`src/rtl/lme_pkg.sv`:
```
package lme_pkg;

    typedef enum logic [2:0] {
        LM_POR_WAIT,
        LM_IDLE,
        LM_ARMED,
        LM_SERIAL,
        LM_PARALLEL
    } lm_state_t;

    typedef enum logic [1:0] {
        RF_WAIT_IDLE,
        RF_WAIT_FALL,
        RF_MEASURE,
        RF_SAMPLE
    } rf_state_t;

    localparam int unsigned NUM_RATES = 4;
    localparam logic [7:0]  CR_CODE   = 8'h0D;
    localparam logic [1:0]  RANGE_8K  = 2'b01;

    // candidate host rates, fastest first; the index is the reported code
    function automatic int unsigned rate_bps(input int unsigned idx);
        case (idx)
            0:       return 9600;
            1:       return 2400;
            2:       return 1200;
            default: return 300;
        endcase
    endfunction

    function automatic int unsigned bit_clocks(input int unsigned clk_hz,
                                               input int unsigned idx);
        return clk_hz / rate_bps(idx);
    endfunction

endpackage

```
`src/rtl/lme_sync.sv`:
```
module lme_sync #(
    parameter int unsigned      W    = 1,
    parameter logic [W-1:0]     INIT = '0
) (
    input  logic         clk,
    input  logic         por_n,
    input  logic [W-1:0] d,
    output logic [W-1:0] q
);
    for (genvar g = 0; g < W; g++) begin : g_bit
        logic meta_r, stab_r;
        always_ff @(posedge clk or negedge por_n) begin
            if (!por_n) begin
                meta_r <= INIT[g];
                stab_r <= INIT[g];
            end else begin
                meta_r <= d[g];
                stab_r <= meta_r;
            end
        end
        assign q[g] = stab_r;
    end
endmodule

```
`src/rtl/lme_por_delay.sv`:
```
module lme_por_delay #(
    parameter int unsigned POR_CYCLES = 21504
) (
    input  logic clk,
    input  logic por_n,
    output logic done
);
    localparam int unsigned CW = $clog2(POR_CYCLES + 1);

    logic [CW-1:0] cnt_r;

    always_ff @(posedge clk or negedge por_n) begin
        if (!por_n) begin
            cnt_r <= '0;
            done  <= 1'b0;
        end else if (!done) begin
            if (cnt_r == CW'(POR_CYCLES - 1)) begin
                done <= 1'b1;
            end else begin
                cnt_r <= cnt_r + 1'b1;
            end
        end
    end
endmodule

```
`src/rtl/lme_rate_finder.sv`:
```
module lme_rate_finder
    import lme_pkg::*;
#(
    parameter int unsigned CLK_HZ = 16_000_000
) (
    input  logic       clk,
    input  logic       por_n,
    input  logic       enable,
    input  logic       rx,
    output logic       found,
    output logic [1:0] rate,
    output logic       reject
);
    localparam int unsigned P_MAX  = bit_clocks(CLK_HZ, NUM_RATES - 1);
    localparam int unsigned HI_MAX = P_MAX + P_MAX / 4;
    localparam int unsigned CW     = $clog2(HI_MAX + 2);

    rf_state_t            st_r;
    logic [CW-1:0]        cnt_r;
    logic [CW-1:0]        tmr_r;
    logic [1:0]           rate_q;
    logic [7:0]           shreg_r;
    logic [3:0]           bit_n;
    logic [NUM_RATES-1:0] win_hit;
    logic [CW-1:0]        per_tab [NUM_RATES];
    logic [1:0]           pick;

    // one acceptance window per candidate bit period
    for (genvar g = 0; g < NUM_RATES; g++) begin : g_win
        localparam int unsigned PER = bit_clocks(CLK_HZ, g);
        localparam logic [CW-1:0] LO = CW'(PER - PER / 4);
        localparam logic [CW-1:0] HI = CW'(PER + PER / 4);
        assign per_tab[g] = CW'(PER);
        assign win_hit[g] = (cnt_r >= LO) && (cnt_r <= HI);
    end

    always_comb begin
        pick = '0;
        for (int i = 0; i < NUM_RATES; i++) begin
            if (win_hit[i]) pick = 2'(i);
        end
    end

    always_ff @(posedge clk or negedge por_n) begin
        if (!por_n) begin
            st_r    <= RF_WAIT_IDLE;
            cnt_r   <= '0;
            tmr_r   <= '0;
            rate_q  <= '0;
            shreg_r <= '0;
            bit_n   <= '0;
            found   <= 1'b0;
            reject  <= 1'b0;
            rate    <= '0;
        end else if (!enable) begin
            st_r   <= RF_WAIT_IDLE;
            found  <= 1'b0;
            reject <= 1'b0;
        end else begin
            found  <= 1'b0;
            reject <= 1'b0;
            unique case (st_r)
                RF_WAIT_IDLE: begin
                    if (rx) st_r <= RF_WAIT_FALL;
                end
                RF_WAIT_FALL: begin
                    if (!rx) begin
                        cnt_r <= CW'(1);
                        st_r  <= RF_MEASURE;
                    end
                end
                RF_MEASURE: begin
                    if (!rx) begin
                        if (cnt_r > CW'(HI_MAX)) begin
                            reject <= 1'b1;
                            st_r   <= RF_WAIT_IDLE;
                        end else begin
                            cnt_r <= cnt_r + 1'b1;
                        end
                    end else if (|win_hit) begin
                        rate_q <= pick;
                        tmr_r  <= (per_tab[pick] >> 1) - 1'b1;
                        bit_n  <= '0;
                        st_r   <= RF_SAMPLE;
                    end else begin
                        reject <= 1'b1;
                        st_r   <= RF_WAIT_FALL;
                    end
                end
                RF_SAMPLE: begin
                    if (tmr_r != '0) begin
                        tmr_r <= tmr_r - 1'b1;
                    end else begin
                        tmr_r <= per_tab[rate_q] - 1'b1;
                        if (bit_n == 4'd8) begin
                            st_r <= RF_WAIT_IDLE;
                            if (rx && (shreg_r == CR_CODE)) begin
                                found <= 1'b1;
                                rate  <= rate_q;
                            end else begin
                                reject <= 1'b1;
                            end
                        end else begin
                            shreg_r <= {rx, shreg_r[7:1]};
                            bit_n   <= bit_n + 1'b1;
                        end
                    end
                end
            endcase
        end
    end
endmodule

```
`src/rtl/loadmode_entry.sv`:
```
module loadmode_entry
    import lme_pkg::*;
#(
    parameter int unsigned CLK_HZ     = 16_000_000,
    parameter int unsigned POR_CYCLES = 21504,
    parameter int unsigned ADDR_W     = 16,
    parameter int unsigned CODE_BYTES = 4096
) (
    input  logic              clk,
    input  logic              por_n,
    input  logic              rst_lvl,
    input  logic              psen_n_lvl,
    input  logic              prog_n,
    input  logic              mode_pin_hi,
    input  logic              mode_pin_lo,
    input  logic              rx_line,
    output logic              load_active,
    output logic              serial_mode,
    output logic              parallel_mode,
    output logic [1:0]        baud_code,
    output logic              part_valid,
    output logic [1:0]        range_code,
    output logic [ADDR_W-1:0] code_limit
);
    localparam int unsigned NSYNC = 6;

    logic [NSYNC-1:0] pins_s;
    logic rst_s, psen_s, prog_s, hi_s, lo_s, rx_s;
    logic prog_q, prog_fall, entry_s, pins_serial;
    logic por_done;
    logic cr_found, cr_reject;
    logic [1:0] cr_rate;
    logic [1:0] baud_q;
    logic part_q;
    lm_state_t state_r, state_nx;

    lme_sync #(
        .W    (NSYNC),
        .INIT (6'b011111)
    ) sync_i (
        .clk   (clk),
        .por_n (por_n),
        .d     ({rst_lvl, psen_n_lvl, prog_n, mode_pin_hi, mode_pin_lo, rx_line}),
        .q     (pins_s)
    );

    assign {rst_s, psen_s, prog_s, hi_s, lo_s, rx_s} = pins_s;
    assign entry_s     = rst_s && !psen_s;
    assign pins_serial = hi_s && lo_s;
    assign prog_fall   = prog_q && !prog_s;

    lme_por_delay #(
        .POR_CYCLES (POR_CYCLES)
    ) por_i (
        .clk   (clk),
        .por_n (por_n),
        .done  (por_done)
    );

    lme_rate_finder #(
        .CLK_HZ (CLK_HZ)
    ) finder_i (
        .clk    (clk),
        .por_n  (por_n),
        .enable (state_r == LM_ARMED),
        .rx     (rx_s),
        .found  (cr_found),
        .rate   (cr_rate),
        .reject (cr_reject)
    );

    // state register
    always_ff @(posedge clk or negedge por_n) begin
        if (!por_n) state_r <= LM_POR_WAIT;
        else        state_r <= state_nx;
    end

    // transitions
    always_comb begin
        state_nx = state_r;
        unique case (state_r)
            LM_POR_WAIT: if (por_done) state_nx = LM_IDLE;
            LM_IDLE:     if (entry_s)  state_nx = LM_ARMED;
            LM_ARMED: begin
                if (!entry_s)         state_nx = LM_IDLE;
                else if (prog_fall)   state_nx = LM_PARALLEL;
                else if (!pins_serial) state_nx = LM_PARALLEL;
                else if (cr_found)    state_nx = LM_SERIAL;
            end
            LM_SERIAL:   if (!entry_s) state_nx = LM_IDLE;
            LM_PARALLEL: if (!entry_s) state_nx = LM_IDLE;
            default:     state_nx = LM_POR_WAIT;
        endcase
    end

    // captured data: strobe edge, rate, sticky partition
    always_ff @(posedge clk or negedge por_n) begin
        if (!por_n) begin
            prog_q <= 1'b1;
            baud_q <= '0;
            part_q <= 1'b0;
        end else begin
            prog_q <= prog_s;
            if (state_r == LM_ARMED && state_nx == LM_SERIAL) baud_q <= cr_rate;
            if (prog_fall && entry_s &&
                (state_r == LM_ARMED || state_r == LM_PARALLEL)) part_q <= 1'b1;
        end
    end

    // outputs
    always_comb begin
        load_active   = (state_r == LM_ARMED) || (state_r == LM_SERIAL) ||
                        (state_r == LM_PARALLEL);
        serial_mode   = (state_r == LM_SERIAL);
        parallel_mode = (state_r == LM_PARALLEL);
        baud_code     = serial_mode ? baud_q : 2'b00;
        part_valid    = part_q;
        range_code    = part_q ? RANGE_8K : 2'b00;
        code_limit    = part_q ? ADDR_W'(CODE_BYTES) : '0;
    end

endmodule

```
`config.mk`:
```
export PLATFORM = sky130hd
export DESIGN_NAME = loadmode_entry
export DESIGN_NICKNAME = d
export VERILOG_FILES = /design/src/rtl/lme_pkg.sv /design/src/rtl/lme_sync.sv /design/src/rtl/lme_por_delay.sv /design/src/rtl/lme_rate_finder.sv /design/src/rtl/loadmode_entry.sv
export SDC_FILE = /design/constraint.sdc
export NUM_CORES = 1
export LEC_CHECK = 0
export ABC_CLOCK_PERIOD_IN_PS = 3200
export CORE_ASPECT_RATIO = 0.6
export CORE_UTILIZATION = 54
export CTS_CLUSTER_DIAMETER = 150
export DETAILED_ROUTE_END_ITERATION = 10
export PLACE_DENSITY = 0.8
export SYNTH_ARGS = -nofsm -noshare
export SYNTH_HDL_FRONTEND = slang
export SYNTH_SLANG_ARGS = --single-unit
```
`constraint.sdc`:
```
create_clock -name clk -period 3.2 [get_ports clk]
set_input_delay 0.8 -clock clk [delete_from_list [all_inputs] [get_ports clk]]
set_output_delay 0.8 -clock clk [all_outputs]
set_load 0.1 [all_outputs]
```
=== After elaboration in Yosys (flattened, before gate mapping) ===
Cells that the tools add are included.

* Output and inout port bits: 24
* Bits in registers: 88
* Input port bits: 8
* Word-level logic and storage cells: 152

* Multiplexer cells: 49
* Equal/unequal tests: 23
* Magnitude comparators: 11
* Reductions and logical operators: 31
* Bitwise gates (word level): 6
* $add $sub $neg: 6

{| class="wikitable"
|+ Operators with widths
! cell !! count
|-
| two-way mux 17 bit || 10
|-
| binary-select mux 17 bit (select 2 bit) || 2
|-
| one-hot mux 17 bit (2 select lines) || 2
|-
| subtractor 17 x 1 -> 17 bit (second input constant) || 2
|-
| two-way mux 2 bit || 11
|-
| two-way mux 3 bit || 7
|-
| adder 17 x 1 -> 17 bit (second input constant) || 1
|-
| >= comparator 17 x 11 -> 1 bit (second input constant) || 1
|-
| >= comparator 17 x 13 -> 1 bit (second input constant) || 1
|-
| >= comparator 17 x 14 -> 1 bit (second input constant) || 1
|-
| >= comparator 17 x 16 -> 1 bit (second input constant) || 1
|-
| > comparator 17 bit (second input constant) || 1
|-
| <= comparator 17 x 12 -> 1 bit (second input constant) || 1
|-
| <= comparator 17 x 14 -> 1 bit (second input constant) || 1
|-
| <= comparator 17 x 15 -> 1 bit (second input constant) || 1
|-
| <= comparator 17 bit (second input constant) || 1
|-
| nonzero test 17 bit || 1
|-
| subtractor 16 x 1 -> 17 bit (second input constant) || 1
|-
| two-way mux 4 bit || 4
|-
| adder 15 x 1 -> 15 bit (second input constant) || 1
|-
| equality test 15 bit (second input constant) || 1
|-
| AND reduction 5 bit || 3
|-
| two-way mux 13 bit || 1
|-
| != test 2 bit (second input constant) || 6
|-
| other kinds (29) || 64
|}

=== Logic depth before layout (Yosys ltp) ===
Gate-level depths: netlist (run 1).

* Depth in word-level cells: 13
* Depth in mapped cells: 12
* Depth with buffers taken out: 11

=== Cells and area by module ===
From an unflattened synthesis (run 1), not the netlist that was laid out.

* Cells, all modules: 547
* Area, all modules: 5208.7 um2

{| class="wikitable"
|+ By module, submodules not included
! module !! sequential area each (um2) !! cells each !! times used !! area an instance (um2)
|-
| lme_rate_finder || 1351.3 || 410 || 1 || 3557.2
|-
| lme_por_delay || 400.4 || 65 || 1 || 777.0
|-
| loadmode_entry || 176.4 || 54 || 1 || 516.7
|-
| lme_sync || 312.8 || 18 || 1 || 357.8
|}

=== Worst setup path before layout (run 1) ===
Ideal clock, no wire load.

* Path type: flip-flop to output port
* Start point: reg state_r[1]
* End point: out load_active
* Slack: -316 ps
* Path buffers: 0
* Arrival: 2716 ps
* Required time: 2400 ps
* Cell stages (with the launch flop): 3
* Cells stage by stage: dfrtp_1 nand2b_1 o21ai_0

* Cells in the longest elaborated chain, start to end: 3
* Elaborated cells on any way between the ends: 5
* Classes of those cells: eq/ne (3); reduce/logical (2)

{| class="wikitable"
|+ Ends and longest elaborated chain
! element !! line !! text
|-
| start, declared || loadmode_entry.sv:35 || <nowiki>lm_state_t state_r, state_nx;</nowiki>
|-
| start signal, assigned || loadmode_entry.sv:75 || <nowiki>else state_r <= state_nx;</nowiki>
|-
| equality test 3 x 2 -> 1 bit || loadmode_entry.sv:112 || <nowiki>load_active = (state_r == LM_ARMED) || (state_r == LM_SERIAL) ||</nowiki>
|-
| logical OR 1 bit || loadmode_entry.sv:112 ||
|-
| logical OR 1 bit (*) || loadmode_entry.sv:112 ||
|-
| end, declared || loadmode_entry.sv:17 || <nowiki>output logic load_active,</nowiki>
|}

Every way passes the cells marked *; elsewhere a longest branch is shown, timed or not.

=== Worst setup path in the final report (run 1) ===
* Start point: reg finder_i.cnt_r[5]
* End point: reg finder_i.tmr_r[12]

* Cells in the longest elaborated chain, start to end: 13
* Elaborated cells on any way between the ends: 26
* Classes of those cells: add/sub (1); order compare (8); eq/ne (1); mux (9); bitwise (1); reduce/logical (6)

{| class="wikitable"
|+ Ends and longest elaborated chain
! element !! line !! text
|-
| start, declared || lme_rate_finder.sv:19 || <nowiki>logic [CW-1:0] cnt_r;</nowiki>
|-
| start signal, assigned || lme_rate_finder.sv:78 || <nowiki>cnt_r <= cnt_r + 1'b1;</nowiki>
|-
| >= comparator 17 x 13 -> 1 bit / <= comparator 17 x 14 -> 1 bit (equally long branches) || lme_rate_finder.sv:34 || <nowiki>assign win_hit[g] = (cnt_r >= LO) && (cnt_r <= HI);</nowiki>
|-
| logical AND 1 bit || lme_rate_finder.sv:34 ||
|-
| two-way mux 1 bit || lme_rate_finder.sv:40 || <nowiki>if (win_hit[i]) pick = 2'(i);</nowiki>
|-
| two-way mux 2 bit (2 in series) || lme_rate_finder.sv:40 ||
|-
| NOT 2 -> 3 bit (implied by the code) || lme_rate_finder.sv:82 || <nowiki>tmr_r <= (per_tab[pick] >> 1) - 1'b1;</nowiki>
|-
| binary-select mux 17 bit (select 2 bit) || lme_rate_finder.sv:82 ||
|-
| two-way mux 17 bit (implied by the code) (2 in series) || lme_rate_finder.sv:82 ||
|-
| subtractor 16 x 1 -> 17 bit || lme_rate_finder.sv:82 ||
|-
| two-way mux 17 bit || lme_rate_finder.sv:80 || <nowiki>end else if (|win_hit) begin</nowiki>
|-
| two-way mux 17 bit || lme_rate_finder.sv:73 || <nowiki>if (!rx) begin</nowiki>
|-
| one-hot mux 17 bit (2 select lines) || lme_rate_finder.sv:62 || <nowiki>unique case (st_r)</nowiki>
|-
| end signal, assigned || lme_rate_finder.sv:82 ||
|-
| end signal, assigned || lme_rate_finder.sv:92 || <nowiki>tmr_r <= tmr_r - 1'b1;</nowiki>
|-
| end signal, assigned || lme_rate_finder.sv:94 || <nowiki>tmr_r <= per_tab[rate_q] - 1'b1;</nowiki>
|-
| end, declared || lme_rate_finder.sv:20 || <nowiki>logic [CW-1:0] tmr_r;</nowiki>
|}

Several ways; a longest one is shown, not always the timed one. The select of a mux whose other input is x is not followed.
A chain may end at the register's enable or synchronous reset.

==> flow_metrics.py, run 1 <==
metrics = {
    "status": {
        "status": "finished clean",
    },
    "clock_network": {
        "clock-root-buffer": "clkbuf_16",
        "cts_tree": "done",
        "post_cts.repair.setup_buffers": 0,
        "clockBufferDepth": 2,
        "cts.sinks": 88,
        "cts_resized": 0,
        "clkTransAtPathRegs_ns": 0.07,
        "cts_buffers": 9,
        "worst_skew_pair.late_latency_ns": 0.35,
        "ctsHoldBuffers": 0,
        "cts-htree-levels": 3,
    },
    "yosys": {
        "yosysWarnings": 0,
        "synth.top_cell.area_share": 0.388,
        "ys_ff_latch": 88,
        "ys_types": 62,
        "synth.most_common_cell": "dfrtp_1",
        "synth_cells": 548,
        "synthesis.area_um2": 4960,
        "synth_area_leader_cell": "dfrtp_1",
        "synth_edf_count": 0,
        "ys.flop_type": "dfrtp_1",
        "synth-seq-area-share": 0.447,
        "synth_common_cells": "77 x dfrtp_1, 56 x nand2_1, 54 x nor2_1",
        "synth_area_leaders": "dfrtp_1 39%, dfstp_2 5.8%, nand2_1 4.2%",
        "synth_area_per_cell_um2": 9.05,
        "ys_async_sr_fraction": 1.00,
    },
    "critical_path": {
        "critPathCaptureType": "flip-flop",
        "path_max_fanout": 10,
        "regToRegSetupSlack_ns": 0.04,
        "cpPeakStageDelay_ns": 0.67,
        "worstReg2RegEnd": "finder_i.tmr_r[12]",
        "slowest_stage": "a2111oi_0",
        "cp.required_ns": 3.42,
        "worstSetupPathType": "flip-flop to flip-flop",
        "arrival_ns": 3.38,
        "r2r_start": "finder_i.cnt_r[5]",
        "startpoint_type": "flip-flop",
        "reg2reg_depth": 9,
        "crit_chain": "or4_1, a211oi_1, o22ai_2, nor2_1, nand3_1, a2111oi_0, buf_4, xnor2_1, o21ai_0",
        "crit_path_start": "finder_i.cnt_r[5]",
    },
    "power_and_ir_drop": {
        "seqPwrFrac": 0.492,
        "combinationalPowerShare": 0.052,
        "p_per_area_nw_per_um2": 411,
        "p_total_mw": 2.30,
        "switching_share": 0.265,
        "cell_internal_pwr_mw": 1.69,
        "cellLeakagePower_nw": 2.45,
        "clkPwrFrac": 0.456,
        "vdd_drop_max_v": 0.000431,
        "p_sw_mw": 0.609,
    },
    "final_layout": {
        "diodes": 0,
        "fin_cells": 690,
        "syn2layout_area_growth_pct": 12.8,
        "nNetsFinal": 587,
        "post-route-util": 0.642,
        "fillerInstances": 741,
        "drive_above_1_share": 0.171,
        "final_area_um2": 5600,
    },
    "sta": {
        "timing.fmax_mhz": 317,
        "fin_crit_sh": 0.986,
        "min_period_ns": 3.16,
        "whs_ns": 0.357,
        "relSlewSlack": 0.495,
        "finalSetupViolCount": 0,
        "rsz0062_at_grt": "no",
        "maxSlewViolCount": 0,
        "tightest_slew_ns": 0.750,
        "tns_ns": 0,
        "hold_viol": 0,
        "finalWorstSetupSlack_ns": 0.0447,
        "skew_ns": 0.00853,
    },
    "floorplanning": {
        "die-height_um": 76.2,
        "rows": 26,
        "die_area_um2": 9590,
        "ioPinCount": 32,
        "die_w_um": 126,
        "initial_core_util": 0.569,
        "fp.coreArea_um2": 8720,
    },
    "routing": {
        "routed_wl_mm": 12.2,
        "via_per_inst": 6.11,
        "wirelength_met1_mm": 6.02,
        "wl_met3_mm": 1.25,
        "dr.first_iter.drc_count": 453,
        "detail-route-antenna-nets": 0,
        "top_layer": "met4",
        "wl_per_cell_um": 17.6,
        "route.vias.total": 4214,
        "drc": 0,
        "dr_wl_met2_mm": 4.76,
        "drt_first_pass_iters": 5,
    },
    "flow_run": {
        "cap_violations": 0,
    },
    "placed_design": {
        "hpwl_mm": 9.06,
        "place_worst_setup_slack_ns": 0.118,
        "place_inst": 674,
        "placed_area_um2": 5260,
        "portBuffers": 15,
        "routabilityCongestion": 1.02,
    },
    "global_routing": {
        "antenna_found_initial": 0,
        "grt_util_all_layers": 0.269,
        "grt_overflow": 0,
        "grt_pass1_wl_mm": 19.9,
        "grt_max_degree": 52,
        "grt_pass1_vias": 3817,
    },
    "hold_path": {
        "hold_path_class": "flip-flop to flip-flop",
        "holdPathStages": 0,
        "hold_path_end": "sync_i.g_bit[5].stab_r",
        "min_from": "sync_i.g_bit[5].meta_r",
    },
}
-- sequential cells by signal (all words and copies together), names as in the netlist --
register / flops
finder_i.cnt_r: 17
finder_i.tmr_r: 17
por_i.cnt_r: 15
finder_i.shreg_r: 8
sync_i.g_bit.meta_r: 6
sync_i.g_bit.stab_r: 6
finder_i.bit_n: 4
state_r: 3
baud_q: 2
finder_i.rate: 2
finder_i.rate_q: 2
finder_i.st_r: 2
finder_i.found: 1
part_valid: 1
por_i.done: 1
prog_q: 1
-- layout make-up --
type,count,area (µm²),area share
clock inverters,7,73.8,0.0132
inverters,13,48.8,0.00872
clock buffers,9,225,0.0402
well taps,112,140,0.0250
multi-input cells,418,2540,0.454
flip-flops and latches,88,2220,0.396
repair buffers,43,350,0.0626
-- cells by family (layout without fill, tap and decap cells) --
kind of cell               after synthesis  count (layout)  share of synthesized area
muxes                                   13              13                     0.0293
other                                    1              16                   0.000756
xor gates and xnor gates                26              26                     0.0459
AOI/OAI and AO/OA                      118             118                      0.156
and+or+nand+nor                        239             239                      0.247
DFF                                     88              88                      0.447
buffers and inverters                   57              72                     0.0593
adders and majority gates                6               6                     0.0151
-- routing by layer --
layer | vias up | track usage
met5 | - | 0
met4 | 0 | 0.0687
met3 | 17 | 0.0843
met2 | 214 | 0.347
met1 | 1998 | 0.424
li1 | 1985 | -
-- cells in the final DEF, fill, tap and decap left out, types with 3 or more instances in the layout --
| cell | n |
|---|---|
| clkdlybuf4s50_1 | 6 |
| nand3_1 | 15 |
| o31ai_1 | 7 |
| or4_1 | 5 |
| a21boi_0 | 3 |
| and3_1 | 8 |
| a211oi_1 | 6 |
| nand2b_1 | 12 |
| and2_1 | 8 |
| clkbuf_16 | 9 |
| and4_1 | 3 |
| dfstp_2 | 11 |
| o21ai_0 | 39 |
| a31oi_1 | 5 |
| a21oi_1 | 20 |
| o21a_1 | 4 |
| or3_1 | 10 |
| or2_2 | 8 |
| inv_1 | 13 |
| ha_1 | 6 |
| o2111ai_1 | 3 |
| nor2b_1 | 4 |
| nand2_1 | 56 |
| mux2_2 | 12 |
| conb_1 | 16 |
| xnor2_1 | 18 |
| buf_4 | 36 |
| nor4_1 | 8 |
| o211ai_1 | 5 |
| nor3_1 | 24 |
| nand4_1 | 13 |
| xor2_1 | 8 |
| nor2_1 | 54 |
| dfrtp_1 | 75 |
-- power groups by stage --
stage | registers, mW | clock network, mW | logic [mW]
after detailed placement | 1.15 | 0 | 0.121
final | 1.13 | 1.05 | 0.120
after global routing | 1.13 | 1.11 | 0.127
after floorplan | 1.15 | 0 | 0.103
after CTS | 1.13 | 1.07 | 0.121
after global placement | 1.15 | 0 | 0.120
-- worst max-delay path, delay by kind of cell (launching register included) --
family / cells / cell delay [ns]
AO/OA/AOI/OAI: 4 / 1.18
XOR/XNOR: 1 / 0.10
buffers and inverters: 1 / 0.22
flip-flops: 1 / 0.48
AND/OR/NAND/NOR: 3 / 1.06
-- worst max path at each step --
stage,endpoint,slack (ns),depth (start not counted)
floorplan,finder_i.tmr_r[16],0.08,12
global placement,finder_i.tmr_r[12],0.13,9
detailed placement,finder_i.tmr_r[10],0.12,12
CTS,finder_i.tmr_r[16],0.10,11
global route,finder_i.tmr_r[12],0.02,9
finish,finder_i.tmr_r[12],0.04,9
(Power assumes the default switching activity.)
==> run 2, diff against run 1 <==
--- a/config.mk
+++ b/config.mk
@@ -6,8 +6,10 @@
 export NUM_CORES = 1
 export LEC_CHECK = 0
 export ABC_CLOCK_PERIOD_IN_PS = 3200
+export CELL_PAD_IN_SITES_DETAIL_PLACEMENT = 1
+export CELL_PAD_IN_SITES_GLOBAL_PLACEMENT = 1
 export CORE_ASPECT_RATIO = 0.6
-export CORE_UTILIZATION = 54
+export CORE_UTILIZATION = 42
 export CTS_CLUSTER_DIAMETER = 150
 export DETAILED_ROUTE_END_ITERATION = 10
 export PLACE_DENSITY = 0.8
==> flow_metrics.py, run 2 (same netlist as run 1, synthesis figures left out) <==
metrics = {
    "flow_run": {
        "cap_violations": 0,
    },
    "floorplanning": {
        "fp.coreArea_um2": 11400,
        "die_w_um": 142,
        "die-height_um": 86.2,
        "die_area_um2": 12300,
        "rows": 30,
        "initial_core_util": 0.435,
        "ioPinCount": 32,
    },
    "clock_network": {
        "worst_skew_pair.late_latency_ns": 0.35,
        "post_cts.repair.setup_buffers": 0,
        "cts.sinks": 88,
        "cts-htree-levels": 3,
        "ctsHoldBuffers": 0,
        "clock-root-buffer": "clkbuf_16",
        "clkTransAtPathRegs_ns": 0.07,
        "cts_tree": "done",
        "cts_buffers": 9,
        "clockBufferDepth": 2,
    },
    "final_layout": {
        "syn2layout_area_growth_pct": 14.6,
        "final_cell_mix": "70 x dfrtp_1, 56 x nand2_1, 54 x nor2_1",
        "drive_above_1_share": 0.182,
        "top_regs": "finder_i.cnt_r: 17 flops, finder_i.tmr_r: 17 flops, por_i.cnt_r: 15 flops",
        "fillerInstances": 1343,
        "diodes": 0,
        "post-route-util": 0.498,
        "layout_commonest_cell": "dfrtp_1",
        "nNetsFinal": 582,
    },
    "global_routing": {
        "grt_util_all_layers": 0.245,
        "grt_pass1_wl_mm": 23.1,
        "grt_max_degree": 89,
        "grt_pass1_vias": 4315,
        "antenna_found_initial": 0,
        "grt_overflow": 0,
    },
    "critical_path": {
        "cpPeakStageDelay_ns": 0.50,
        "arrival_ns": 3.34,
        "crit_chain": "or2_2, o31a_1, o21ai_2, a21oi_1, nand2_1, buf_4, and2_1, ha_4, o21ai_2, or3_4, or4_1, o211ai_2",
        "path_max_fanout": 5,
        "cp_common_cell": "o21ai_2",
        "worstSetupPathType": "flip-flop to flip-flop",
        "startpoint_type": "flip-flop",
        "slowest_stage": "or4_1",
        "cp.required_ns": 3.47,
        "critPathCaptureType": "flip-flop",
    },
    "routing": {
        "drc": 0,
        "dr.first_iter.drc_count": 334,
        "detail-route-antenna-nets": 0,
        "drt_first_pass_iters": 4,
        "routed_wl_mm": 14.0,
        "via_per_inst": 5.80,
        "wl_per_cell_um": 19.1,
        "route.vias.total": 4255,
    },
    "placed_design": {
        "portBuffers": 15,
        "place_worst_setup_slack_ns": 0.0141,
        "hpwl_mm": 9.92,
        "routabilityCongestion": 0.918,
    },
    "sta": {
        "hold_viol": 0,
        "relSlewSlack": 0.445,
        "finalWorstSetupSlack_ns": 0.129,
        "rsz0062_at_grt": "no",
        "finalSetupViolCount": 0,
        "skew_ns": 0.0108,
        "tns_ns": 0,
        "fin_crit_sh": 0.960,
        "maxSlewViolCount": 0,
        "tightest_slew_ns": 0.825,
        "timing.fmax_mhz": 326,
        "min_period_ns": 3.07,
    },
    "power_and_ir_drop": {
        "vdd_drop_max_v": 0.000234,
        "p_per_area_nw_per_um2": 421,
        "cellLeakagePower_nw": 2.43,
    },
    "hold_path": {
        "hold_path_class": "flip-flop to flip-flop",
    },
    "status": {
        "status": "finished clean",
    },
}
==> run 2: cell count changes in the layout (fill, tap and decap cells not counted), sizes merged <==
cell	previous run	this run
clkbuf	9	12
buf	37	32
inv	17	16
clkinv	3	1
==> run 2: repair_timing <==
action / 4_1_cts / 5_1_grt
resized for setup: 3 / 18
pin swaps: 0 / 0
setup endpoints to repair: 4 / 7
==> run 2: final timing paths <==
check	start	end	slack, ns	cells past startpoint
setup / recovery	finder_i.cnt_r[8]	finder_i.tmr_r[16]	0.13	12
hold / removal	sync_i.g_bit[5].meta_r	sync_i.g_bit[5].stab_r	0.35	0
setup reg to reg	finder_i.cnt_r[8]	finder_i.tmr_r[16]	0.13	12
hold reg to reg	sync_i.g_bit[5].meta_r	sync_i.g_bit[5].stab_r	0.35	0
max in group asynchronous	por_n	finder_i.cnt_r[6]	2.31	2
min in group asynchronous	por_n	finder_i.tmr_r[7]	0.46	2
==> run 2: through the flow <==
stage / power (mW) / area, µm² / instances / hold slack, ns
global route: 2.45 / 5690 / 733 / 0.356
finish: 2.39 / 5690 / 733 / 0.351
global placement: 1.27 / 5290 / 717 / 0.336
detailed placement: 1.27 / 5290 / 717 / 0.336
floorplan: 1.25 / 5020 / 563 / 0.331
CTS: 2.41 / 5610 / 733 / 0.352
==> run 2: cell type report <==
type | count | area (µm²) | area share
Clock inverter | 4 | 37.5 | 0.00660
Inverter | 13 | 48.8 | 0.00858
Tap cell | 160 | 200 | 0.0352
Multi-Input combinational cell | 418 | 2570 | 0.453
Timing Repair Buffer | 38 | 313 | 0.0550
Sequential cell | 88 | 2220 | 0.391
Clock buffer | 12 | 289 | 0.0508
==> run 2: routing by layer <==
layer | global-route usage | vias to the layer above | wire length (µm)
li1 | - | 1971 | -
met1 | 0.359 | 2154 | 6820
met2 | 0.363 | 109 | 6240
met3 | 0.0508 | 21 | 723
met4 | 0.0782 | 0 | 207
met5 | 0 | - | 0
==> run 2: power breakdown <==
part           total [mW]  switching (mW)  internal, mW
Combinational       0.121           0.108        0.0124
Clock                1.14           0.487         0.656
Sequential           1.13         0.00447          1.13
==> run 2: critical path: cells and delay by family (launching register included) <==
kind	cells	cell delay [ns]
and+or+nand+nor	5	1.53
AOI/OAI and AO/OA	5	0.74
DFF	1	0.41
adders and majority gates	1	0.16
buffers and inverters	1	0.15
